[src/rtl/ptmr_pkg.sv]
package ptmr_pkg;
    localparam int DATA_W    = 8;
    localparam int SEL_W     = 3;
    localparam int BASE_LOG2 = 4;
    localparam int RUN_BIT   = 4;
    localparam int SEL_LSB   = 0;

    localparam logic ADDR_DATA = 1'b0;
    localparam logic ADDR_CTRL = 1'b1;

    typedef enum logic {
        ST_HALT = 1'b0,
        ST_RUN  = 1'b1
    } tmr_state_e;
endpackage

[src/rtl/ptmr_prescaler.sv]
module ptmr_prescaler #(
    parameter int SEL_W     = 3,
    parameter int BASE_LOG2 = 4
) (
    input  logic             clk,
    input  logic             rst_n,
    input  logic             run,
    input  logic [SEL_W-1:0] sel,
    output logic             tick
);
    localparam int SEL_MAX = (1 << SEL_W) - 1;
    localparam int PS_W    = BASE_LOG2 + SEL_MAX;

    logic [PS_W-1:0] ps_q;
    logic [PS_W-1:0] term;

    // terminal value 2^(BASE_LOG2+sel)-1, made by shifting an all-ones word
    assign term = {PS_W{1'b1}} >> (SEL_W'(SEL_MAX) - sel);
    // >= so that a ratio lowered while running still wraps
    assign tick = run && (ps_q >= term);

    always_ff @(posedge clk) begin
        if (!rst_n || !run || tick) begin
            ps_q <= '0;
        end else begin
            ps_q <= ps_q + 1'b1;
        end
    end
endmodule

[src/rtl/ptmr_counter.sv]
module ptmr_counter #(
    parameter int W = 8
) (
    input  logic         clk,
    input  logic         rst_n,
    input  logic         tick,
    input  logic [W-1:0] preload,
    output logic [W-1:0] count,
    output logic         ovf
);
    logic [W-1:0] count_q;

    assign ovf   = tick && (count_q == {W{1'b1}});
    assign count = count_q;

    always_ff @(posedge clk) begin
        if (!rst_n) begin
            count_q <= '0;
        end else if (ovf) begin
            count_q <= preload;
        end else if (tick) begin
            count_q <= count_q + 1'b1;
        end
    end
endmodule

[src/rtl/ptmr_flag.sv]
module ptmr_flag (
    input  logic clk,
    input  logic rst_n,
    input  logic set,
    input  logic clr,
    output logic flag
);
    always_ff @(posedge clk) begin
        if (!rst_n) begin
            flag <= 1'b0;
        end else if (set) begin
            flag <= 1'b1;
        end else if (clr) begin
            flag <= 1'b0;
        end
    end
endmodule

[src/rtl/prescaled_timer.sv]
module prescaled_timer
    import ptmr_pkg::*;
(
    input  logic              clk,
    input  logic              rst_n,
    input  logic              wr_en,
    input  logic              addr,
    input  logic [DATA_W-1:0] wdata,
    output logic [DATA_W-1:0] rdata,
    input  logic              flag_clr,
    output logic              irq_flag
);
    tmr_state_e        state_q, state_d;
    logic [DATA_W-1:0] ctrl_q;
    logic [DATA_W-1:0] preload_q;
    logic [DATA_W-1:0] count_q;
    logic              run;
    logic              ps_tick;
    logic              ovf;
    logic              ctrl_wr;
    logic              data_wr;

    assign ctrl_wr = wr_en && (addr == ADDR_CTRL);
    assign data_wr = wr_en && (addr == ADDR_DATA);

    // next-state: start / stop
    always_comb begin
        state_d = state_q;
        unique case (state_q)
            ST_HALT: if (ctrl_wr && wdata[RUN_BIT])  state_d = ST_RUN;
            ST_RUN:  if (ctrl_wr && !wdata[RUN_BIT]) state_d = ST_HALT;
            default: state_d = ST_HALT;
        endcase
    end

    always_ff @(posedge clk) begin
        if (!rst_n) begin
            state_q <= ST_HALT;
        end else begin
            state_q <= state_d;
        end
    end

    // outputs of the state machine
    always_comb begin
        unique case (state_q)
            ST_RUN:  run = 1'b1;
            default: run = 1'b0;
        endcase
    end

    always_ff @(posedge clk) begin
        if (!rst_n) begin
            ctrl_q    <= '0;
            preload_q <= '0;
        end else begin
            if (ctrl_wr) ctrl_q    <= wdata;
            if (data_wr) preload_q <= wdata;
        end
    end

    ptmr_prescaler #(
        .SEL_W     (SEL_W),
        .BASE_LOG2 (BASE_LOG2)
    ) u_presc (
        .clk   (clk),
        .rst_n (rst_n),
        .run   (run),
        .sel   (ctrl_q[SEL_LSB +: SEL_W]),
        .tick  (ps_tick)
    );

    ptmr_counter #(
        .W (DATA_W)
    ) u_cnt (
        .clk     (clk),
        .rst_n   (rst_n),
        .tick    (ps_tick),
        .preload (preload_q),
        .count   (count_q),
        .ovf     (ovf)
    );

    ptmr_flag u_flag (
        .clk   (clk),
        .rst_n (rst_n),
        .set   (ovf),
        .clr   (flag_clr),
        .flag  (irq_flag)
    );

    assign rdata = (addr == ADDR_CTRL) ? ctrl_q : count_q;
endmodule

[config.mk]
export PLATFORM = sky130hd
export DESIGN_NAME = prescaled_timer
export DESIGN_NICKNAME = d
export VERILOG_FILES = /design/src/rtl/ptmr_pkg.sv /design/src/rtl/ptmr_prescaler.sv /design/src/rtl/ptmr_counter.sv /design/src/rtl/ptmr_flag.sv /design/src/rtl/prescaled_timer.sv
export SDC_FILE = /design/constraint.sdc
export NUM_CORES = 1
export LEC_CHECK = 0
export ABC_AREA = 1
export CAP_MARGIN = 40
export CORE_MARGIN = 2
export CORE_UTILIZATION = 50
export DETAILED_ROUTE_END_ITERATION = 8
export PLACE_DENSITY = 0.75
export SYNTH_ARGS = -nofsm -noshare
export SYNTH_HDL_FRONTEND = slang
export SYNTH_SLANG_ARGS = --single-unit
[constraint.sdc]
create_clock -name clk -period 1.75 [get_ports clk]
set_input_delay 0.2625 -clock clk [delete_from_list [all_inputs] [get_ports clk]]
set_output_delay 0.2625 -clock clk [all_outputs]
set_load 0.01 [all_outputs]
# Word-level counts from Yosys, hierarchy flattened
# Cells that the tools add are included.
dict set report word_totals {
  regBits 37
  ram_bits 0
  output_inout_bits 9
  memories 0
  rom_bits 0
  latch_bits 0
}
dict set report op_classes {
  n_lt_le_gt_ge 1
  bitwise_logic 2
  n_addsub 3
  multipliers 0
  n_shift 1
  n_reduce_logical 13
  n_div 0
  muxes 9
  eq_ne 1
}
# cell count
set op_table {}
lappend op_table {{$mux W8} 3}
lappend op_table {{$add A11 B1 Y11 const B} 1}
lappend op_table {{$ge A11 B11 Y1} 1}
lappend op_table {{$shr A11 B3 Y11 const A} 1}
lappend op_table {{$add A8 B1 Y8 const B} 1}
lappend op_table {{$eq A8 B8 Y1 const B} 1}
lappend op_table {{$logic_and A1 B1 Y1} 6}
lappend op_table {{$mux W1} 5}
lappend op_table {{$reduce_bool A2 Y1} 2}
lappend op_table {{$logic_not A1 Y1} 3}
lappend op_table {{$sub A3 B3 Y3 const A} 1}
lappend op_table {{$logic_or A1 B1 Y1} 2}
lappend op_table {{$not A1 Y1} 2}
lappend op_table {{$pmux W1 S2} 1}

# Logic depth before layout (Yosys ltp)
# Gate-level depths: netlist (run 1).
dict set report depth {
  ltp_word 6
  ltp_mapped 14
}

# By module
# From an unflattened synthesis (run 1), not the netlist that was laid out.
dict set report hier_totals {
  cells_unflattened 309
  area_unflattened_um2 2078.2
}
# mod cells_each area_each_um2 instances seq_area_each_um2
set modules_own_cells {}
lappend modules_own_cells {prescaled_timer 114 765.7 1 320.3}
lappend modules_own_cells {ptmr_prescaler 109 744.5 1 220.2}
lappend modules_own_cells {ptmr_counter 80 524.3 1 160.2}
lappend modules_own_cells {ptmr_flag 6 43.8 1 20.0}

# Worst setup path after synthesis (run 1)
# Ideal clock, no wire load.
dict set report synth_timing {
  path_kind {reg-to-reg}
  startpoint {reg ctrl_q[1]}
  endpoint {reg u_presc.ps_q[4]}
  setup_slack_ns -0.095
  t_arrival_ns 1.765
  path_stages_with_launch 14
  n_path_buf 2
  required_time_ns 1.670
  setup_ns 0.080
  period_less_slack_ns 1.845
  cell_sequence {dfxtp_1 clkbuf_1 o21ai_0 ha_1 nand2_1 nand2_1 nand2_1 nand2_1 nor2_1 nand2_2 nand2_4 nand3_2 buf_6 nor3b_1}
}
dict set report synth_via {
  elab_chain_len 5
}
# element line
set synth_rtl {}
lappend synth_rtl {{start: declaration} prescaled_timer.sv:14} ;# logic [DATA_W-1:0] ctrl_q;
lappend synth_rtl {{start signal: assignment} prescaled_timer.sv:57} ;# if (ctrl_wr) ctrl_q <= wdata;
lappend synth_rtl {{$sub A3 B3 Y3} ptmr_prescaler.sv:18} ;# assign term = {PS_W{1'b1}} >> (SEL_W'(SEL_MAX) - sel);
lappend synth_rtl {{$shr A11 B3 Y11} ptmr_prescaler.sv:18}
lappend synth_rtl {{$ge A11 B11 Y1} ptmr_prescaler.sv:20} ;# assign tick = run && (ps_q >= term);
lappend synth_rtl {{$logic_and A1 B1 Y1} ptmr_prescaler.sv:20}
lappend synth_rtl {{$logic_or A1 B1 Y1} ptmr_prescaler.sv:23} ;# if (!rst_n || !run || tick) begin
lappend synth_rtl {{end signal: assignment} ptmr_prescaler.sv:26} ;# ps_q <= ps_q + 1'b1;
lappend synth_rtl {{end: declaration} ptmr_prescaler.sv:14} ;# logic [PS_W-1:0] ps_q;
# Every way passes these cells.
# A chain may end at the register's enable or synchronous reset.

# Worst setup path in the final report (run 1)
dict set report layout_timing {
  startpoint {reg ctrl_q[1]}
  endpoint {reg u_cnt.count_q[4] (netlist: u_cnt.count[4])}
}
dict set report layout_via {
  elab_chain_len 6
  word_cells_on_any_way 7
  classes_between {add/sub (1); order compare (1); shift (1); mux (1); reduce/logical (3)}
}
# element line
set layout_rtl {}
lappend layout_rtl {{$sub A3 B3 Y3 (*)} ptmr_prescaler.sv:18}
lappend layout_rtl {{$shr A11 B3 Y11 (*)} ptmr_prescaler.sv:18}
lappend layout_rtl {{$ge A11 B11 Y1 (*)} ptmr_prescaler.sv:20}
lappend layout_rtl {{$logic_and A1 B1 Y1 (*)} ptmr_prescaler.sv:20}
lappend layout_rtl {{$logic_and A1 B1 Y1} ptmr_counter.sv:13} ;# assign ovf = tick && (count_q == {W{1'b1}});
lappend layout_rtl {{$mux W8 / $reduce_bool A2 Y1 (equally long branches)} n/a}
lappend layout_rtl {{end signal: assignment} ptmr_counter.sv:20} ;# count_q <= preload;
lappend layout_rtl {{end signal: assignment} ptmr_counter.sv:22} ;# count_q <= count_q + 1'b1;
lappend layout_rtl {{end: declaration} ptmr_counter.sv:11} ;# logic [W-1:0] count_q;
# Every way passes the cells marked *; elsewhere a longest branch is shown, timed or not.

==> key figures, run 1 <==
Outcome
  • Status: finished with violations
  • Failing checks: setup timing

Drt
  • Remaining DRCs: 0
  • Mean routed wirelength per cell: between 10 and 15 um
  • Initial DRC Count: 119
  • Remaining antenna violation count after routing: 0
  • Via density: between 5 and 6
  • DR vias: about 1900
  • Routed WL: ~5000 um
  • Initial DRT Pass Iterations: 4

CTS
  • Worst-Skew Late Latency: 0.29 ns
  • Deepest clock path buffer count: 2
  • CTS Sinks: 36
  • # H-tree levels: 2
  • CTS tree: built
  • TritonCTS Buffers: 5
  • Root buf cell: clkbuf_8
  • Clock transition at path regs: approximately 0.08 ns

Synthesis
  • Mean Syn Cell Area: between 7 and 8 sq um
  • Synth Cell Area: ~0.0019 sq mm
  • Top-count cell post-synth: nand2_1
  • Most frequent cells after synthesis: nand2_1 (47), nor2_1 (42), dfxtp_1 (36), o21ai_0 (36), inv_1 (30)
  • FF+latch count, synth: 36
  • Async set-reset flop share out of synthesis: 0%
  • Syn_nets: ~290
  • Synth unique cells: 28
  • Post-synth EDFFs: 0
  • Synth top area share: a little under two fifths
  • Seq/Total Area, Yosys: a little under two fifths
  • Cell accounting for the most synthesized area: dfxtp_1
  • Cells after synthesis: 269
  • Cell types occupying the most area after synthesis: dfxtp_1 (38%), o21ai_0 (9.5%), nand2_1 (9.3%)
  • Syn. warnings: 0
  • Main synth FF type: dfxtp_1

Placement
  • Dpl cell area: between 0.002 and 0.0025 sq mm
  • Routability Congestion: 0.8664
  • Placed insts: between 300 and 400
  • Dpl ws: -0.2073 ns
  • DP HPWL: 2874 um
  • Port bufs: 21

Global route
  • Tot GR Track Use: around 23%
  • Largest net degree at the start of global routing: 26
  • Grt total ovfl: 0
  • Vias in the first global route: approximately 1800
  • First-pass GRT wire length: between 7000 and 8000 um
  • Initial antenna violation count: 0

Timing
  • Hold slack: ~0.45 ns
  • Setup violators final: 20
  • Final hold violations: 0
  • Tmin final: around 2.1 ns
  • Worst setup margin: -0.3226 ns
  • Worst-Margin Slew: approximately 0.45 ns
  • FMAX: 482.5 MHz
  • Slew Limit Fails: 0
  • Fin Clk Skew: 0.007443 ns
  • Slew margin rel.: 69.90%
  • RSZ-0062 raised after global routing: yes
  • Final Cycle Share: 118.4%

Floorplan
  • Cell Rows: 22
  • Die area: 0.004302 sq mm
  • Initial Utilization: between 50% and 60%
  • Chip height: ~66 um
  • Die W: between 60 and 70 um
  • Core area: about 0.0037 sq mm
  • Io pins: 22

Finish
  • Proportion of layout cells with a drive suffix above 1: between 20 and 30%
  • Final core occ: 71.87%
  • Diodes inserted: 0
  • Fillers: approximately 290
  • Cell area after layout: 0.002631 sq mm
  • Final nets: about 330
  • Syn-to-layout area delta: 38.72%
  • Non-Filler Instances: 360

Power
  • P per Cell Area: 680.7 mW/mm^2
  • VDD IR-drop max: 446.7 uV
  • Leak: between 1 and 1.5 nW

Worst setup path
  • CP startpoint kind: flip-flop
  • Worst path most repeated cell: nand2_1
  • Crit-path max FO: 7
  • Crit path capture type: flip-flop
  • Critical path arrival: approximately 2.3 ns
  • CP peak stage delay: around 0.42 ns
  • Crit-path cells: a21oi_2 > ha_1 > nand2_2 > nor2_1 > nand2_1 > nand2_1 > nand2_1 > nand2_2 > nand2_4 > buf_12 > or2_1 > a21oi_1
  • Critical Path Slowest Stage Cell: dfxtp_4
  • Worst EP required: roughly 2 ns
  • Crit path kind: flip-flop to flip-flop

Min path
  • Worst hold path type: flip-flop to flip-flop

Flow run
  • Total of max-cap violations: 0
==> cells in the final DEF (no fill, tap or decap), types with 2 or more instances in the layout <==
cell type         n
a21oi_1          12
a21oi_2           6
buf_12            2
buf_4            15
buf_6             4
clkbuf_8          5
clkdlybuf4s50_1  13
dfxtp_1          33
dfxtp_4           3
dlygate4sd2_1     8
ha_1              5
ha_4              4
inv_1            28
inv_2             3
nand2_1          43
nand2_2           7
nand3_1           8
nand3_2           2
nand3_4           3
nand4_1           3
nor2_1           35
nor2_2            8
nor2_4            3
nor3b_2           3
o21ai_0          29
o21ai_2           6
or2_0             3
xnor2_1           2
xor2_1            3
==> path summary, 6_finish.rpt <==
path | start | end | slack [ns] | cells past startpoint
worst min-delay path | u_presc.ps_q[0] | u_presc.ps_q[0] | 0.45 | 1
worst min register to register | u_presc.ps_q[0] | u_presc.ps_q[0] | 0.45 | 1
worst max-delay path | ctrl_q[1] | u_cnt.count[4] | -0.32 | 12
worst max register to register | ctrl_q[1] | u_cnt.count[4] | -0.32 | 12
==> repair_timing <==
action / CTS / global route
hold buffers: 0 / 0
pin swaps: 18 / 13
resized for setup: 44 / 25
setup buffers: 4 / 5
endpoints found under the setup margin: 28 / 20
cloned: 1 / 0
==> routing by layer <==
| layer | GRT usage [%] | share of wire, % | up-vias |
|---|---|---|---|
| met5 | 0 | 0 | - |
| met4 | 8.073 | 2.2 | 0 |
| met3 | 4.966 | 6.1 | 13 |
| met2 | 39.41 | 50 | 56 |
| met1 | 28.57 | 42 | 856 |
| li1 | - | - | 948 |
==> report_power, final <==
part           internal (mW)  switching [mW]  leakage, nW
Clock                  0.423           0.308       0.0552
Combinational         0.0895           0.104        0.707
Sequential             0.843          0.0234        0.295
==> flip-flops by register name, summed over array words and instances (netlist names), named ones only <==
| name | flops |
|---|---|
| u_cnt.count | 8 |
| u_presc.ps_q | 11 |
| u_flag.flag | 1 |
| preload_q | 8 |
| ctrl_q | 7 |
==> logic make-up after synthesis <==
logic type	after synthesis	share of synthesized area (%)
XOR/XNOR	5	2.309
adder cells (fa/ha/maj)	9	5.937
AND/OR/NAND/NOR	122	29.55
flip-flops	36	37.99
AO/OA/AOI/OAI	56	15.24
buffers and inverters	41	8.971
==> per-stage QoR <==
step | TNS [ns] | total power, mW
floorplan | 0 | 0.9681
global placement | -2.447 | 1.044
detailed placement | -3.494 | 1.047
CTS | -0.4954 | 1.765
global route | -7.189 | 1.850
finish | -4.943 | 1.791
==> cell type report <==
cell class / count / area [sq um] / share of cell area [%]
Clock buffer: 6 / 72.57 / 2.758
Tap cell: 48 / 60.06 / 2.282
Clock inverter: 2 / 35.03 / 1.331
Timing Repair Buffer: 43 / 412.9 / 15.69
Sequential cell: 36 / 732.0 / 27.82
Multi-Input combinational cell: 193 / 1194 / 45.36
Inverter: 32 / 125.1 / 4.755
==> critical path: cells and delay by family, from the launching register on <==
kind | cells | cell delay [ns]
AO/OA/AOI/OAI | 2 | 0.23
buffers and inverters | 1 | 0.14
adder cells (fa/ha/maj) | 1 | 0.31
flip-flops | 1 | 0.42
AND/OR/NAND/NOR | 8 | 0.90
Power figures use the tool's default switching activity.
==> inputs of run 2 (changes only) <==
--- a/config.mk
+++ b/config.mk
@@ -10,7 +10,7 @@
 export CORE_MARGIN = 2
 export CORE_UTILIZATION = 50
 export DETAILED_ROUTE_END_ITERATION = 8
-export PLACE_DENSITY = 0.75
+export PLACE_DENSITY = 0.85
 export SYNTH_ARGS = -nofsm -noshare
 export SYNTH_HDL_FRONTEND = slang
 export SYNTH_SLANG_ARGS = --single-unit
==> key figures, run 2 (synthesized netlist as in run 1, its figures left out) <==
Finish
  • Proportion of layout cells with a drive suffix above 1: 28.06% (+2.1 points)
  • Final core occ: 72.21% (+0.34 points)
  • Commonest cells after routing, fill and taps aside: nand2_1 (41), nor2_1 (33), dfxtp_1 (33)
  • Fillers: 254 (-11%)
  • Multi-input logic area: 0.001242 sq mm (+4.1%)
  • Final nets: 331 (-0.60%)
  • Diodes inserted: 0 (unchanged)
  • Commonest non-fill, non-tap cell in the layout: nand2_1
  • Storage element area: 732.0 sq um (unchanged)
  • Cell area after layout: 0.002644 sq mm (+0.48%)
  • Reg with most FFs: u_presc.ps_q
  • Syn-to-layout area delta: 39.38%
  • Largest register FFs: 11 (unchanged)

CTS
  • # H-tree levels: 2 (unchanged)
  • Worst-Skew Late Latency: 0.30 ns (about the same)
  • TritonCTS Buffers: 5 (unchanged)
  • Root buf cell: clkbuf_8
  • Deepest clock path buffer count: 2 (unchanged)
  • CTS tree: built
  • Clock transition at path regs: 0.08 ns (about the same)
  • CTS Sinks: 36 (unchanged)
  • Hold buffer count at cts: 0 (unchanged)

Floorplan
  • Die area: 0.004302 sq mm (unchanged)
  • Die W: 65.59 um (unchanged)
  • Initial Utilization: 51.81% (unchanged)
  • Cell Rows: 22 (unchanged)
  • Chip height: 65.59 um (unchanged)
  • Io pins: 22 (unchanged)
  • Core area: 0.003661 sq mm (unchanged)

Timing
  • Tmin final: 2.015 ns (-0.05749 ns)
  • RSZ-0062 raised after global routing: yes
  • Final Cycle Share: 115.1% (-3.3 points)
  • FMAX: 496.3 MHz (+2.9%)
  • Setup violators final: 20 (unchanged)
  • Slew margin rel.: 69.94% (about the same)
  • Final hold violations: 0 (unchanged)
  • Worst-Margin Slew: 0.4474 ns (-0.0006768 ns)
  • Worst setup margin: -0.2651 ns (+0.05749 ns)
  • Slew Limit Fails: 0 (unchanged)
  • Fin Clk Skew: 0.008192 ns (+0.0007487 ns)
  • Hold slack: 0.4766 ns (+0.02521 ns)

Power
  • Logic pwr share: 11.9% (+1.1 points)
  • Design Power: 1.694 mW (-5.4%)
  • Sw Ratio: 25.70% (+1.4 points)
  • Leak: 1.051 nW (-0.58%)
  • P per Cell Area: 640.6 mW/mm^2 (-5.9%)
  • Internal: 1.258 mW (-7.2%)
  • Switching power total: 0.4353 mW (about the same)
  • VDD IR-drop max: 599.2 uV (+34%)
  • Sequential Power Share: 51.4% (+3.0 points)
  • Clock share of power: 36.7% (-4.1 points)

Global route
  • Vias in the first global route: 1793 (+2.3%)
  • Initial antenna violation count: 0 (unchanged)
  • Largest net degree at the start of global routing: 21 (-19%)
  • Grt total ovfl: 0 (unchanged)
  • First-pass GRT wire length: 8245 um (+7.2%)
  • Tot GR Track Use: 25.83% (+2.8 points)

Drt
  • Initial DRC Count: 194 (+63%)
  • Remaining DRCs: 0 (unchanged)
  • Mean routed wirelength per cell: 15.56 um (+15%)
  • Remaining antenna violation count after routing: 0 (unchanged)
  • DR vias: 1982 (+5.8%)
  • Initial DRT Pass Iterations: 5 (+1)
  • Routed WL: 5571 um (+14%)
  • Via density: 5.536 (+6.4%)

Flow run
  • Total of max-cap violations: 0 (unchanged)

Worst setup path
  • Critical Path Slowest Stage Cell: dfxtp_4
  • CP peak stage delay: 0.45 ns (+0.03 ns)
  • Worst r2r src: ctrl_q[2]
  • R2R Path End: u_cnt.count[4]
  • CP startpoint: ctrl_q[2]
  • R2R Setup Slk: -0.27 ns (+0.06 ns)
  • Crit-path cells: nand2_1 > ha_1 > nand2_2 > buf_4 > nor2_2 > nand2_1 > nand2_2 > nand2_4 > buf_12 > or2_0 > a21oi_1
  • CP startpoint kind: flip-flop
  • Critical path arrival: 2.24 ns (-0.05 ns)
  • Reg2reg path depth: 11 (-1)
  • Crit path kind: flip-flop to flip-flop
  • Worst EP required: 1.98 ns (about the same)
  • Crit-path max FO: 8 (+1)
  • Crit path capture type: flip-flop

Min path
  • Hold depth: 1 (unchanged)
  • Hold_sp: u_presc.ps_q[0]
  • Worst hold endpoint: u_presc.ps_q[0]
  • Worst hold path type: flip-flop to flip-flop

Outcome
  • Status: finished with violations
  • Failing checks: setup timing

Placement
  • Dpl ws: -0.2392 ns (-0.03193 ns)
  • Dpl cell area: 0.002262 sq mm (+0.67%)
  • DP HPWL: 3185 um (+11%)
  • Port bufs: 21 (unchanged)
  • Routability Congestion: 0.8919 (+2.9%)
-- run 2: power groups by stage --
| stage | clock network (mW) | registers [mW] | logic, mW |
|---|---|---|---|
| floorplan | 0 | 0.874 | 0.0938 |
| global placement | 0 | 0.879 | 0.169 |
| detailed placement | 0 | 0.880 | 0.174 |
| CTS | 0.619 | 0.865 | 0.186 |
| global route | 0.665 | 0.874 | 0.218 |
| finish | 0.621 | 0.871 | 0.201 |
-- run 2: worst max-delay path: cells and delay by family (launching register included) --
family | cells | cell delay [ns]
buf+inv | 2 | 0.29
flops | 1 | 0.45
compound gates | 1 | 0.15
simple gates | 7 | 0.77
fa+ha+maj | 1 | 0.29
-- run 2: how the worst max path moves through the flow --
stage,to,slack (ns),cells past startpoint
6_report,u_cnt.count[4],-0.27,11
5_1_grt,u_cnt.count[4],-0.37,13
4_1_cts,u_presc.ps_q[2],-0.11,12
3_5_place_dp,rdata[5],-0.24,4
3_3_place_gp,rdata[6],-0.19,4
2_1_floorplan,u_presc.ps_q[4],0.003,13
-- run 2: what timing repair did --
item                                    in CTS  in global routing
pin swaps                                   23                  9
endpoints found under the setup margin      28                 20
gates resized for setup                     59                 21
gates cloned                                 1                  0
buffers inserted                             5                  0
-- run 2: area by class of cell --
cell class / instances / area share [%]
multi-input cells: 193 / 46.99
flip-flops and latches: 36 / 27.69
repair buffers: 41 / 14.91
inverters: 32 / 4.733
clock buffers: 8 / 3.407
well taps: 48 / 2.272
-- run 2: stage by stage --
stage	TNS, ns	instances
2_1_floorplan	0	269
3_3_place_gp	-2.438	345
3_5_place_dp	-3.766	345
4_1_cts	-1.056	359
5_1_grt	-5.488	358
6_report	-3.277	358
-- run 2: per-layer routing --
| layer | global-route usage, % | vias to the layer above | wire length (um) |
|---|---|---|---|
| li1 | - | 949 | - |
| met4 | 10.94 | 0 | 219 |
| met1 | 32.08 | 906 | 2287 |
| met2 | 41.71 | 105 | 2638 |
| met3 | 7.534 | 22 | 425 |
| met5 | 0 | - | 0 |
==> inputs of run 3 (changes only) <==
--- a/config.mk
+++ b/config.mk
@@ -10,6 +10,7 @@
 export CORE_MARGIN = 2
 export CORE_UTILIZATION = 50
 export DETAILED_ROUTE_END_ITERATION = 8
+export GPL_ROUTABILITY_DRIVEN = 0
 export PLACE_DENSITY = 0.85
 export SYNTH_ARGS = -nofsm -noshare
 export SYNTH_HDL_FRONTEND = slang
==> results of run 3 <==
Same layout as run 2: the final DEF is identical, and so are final timing and power.
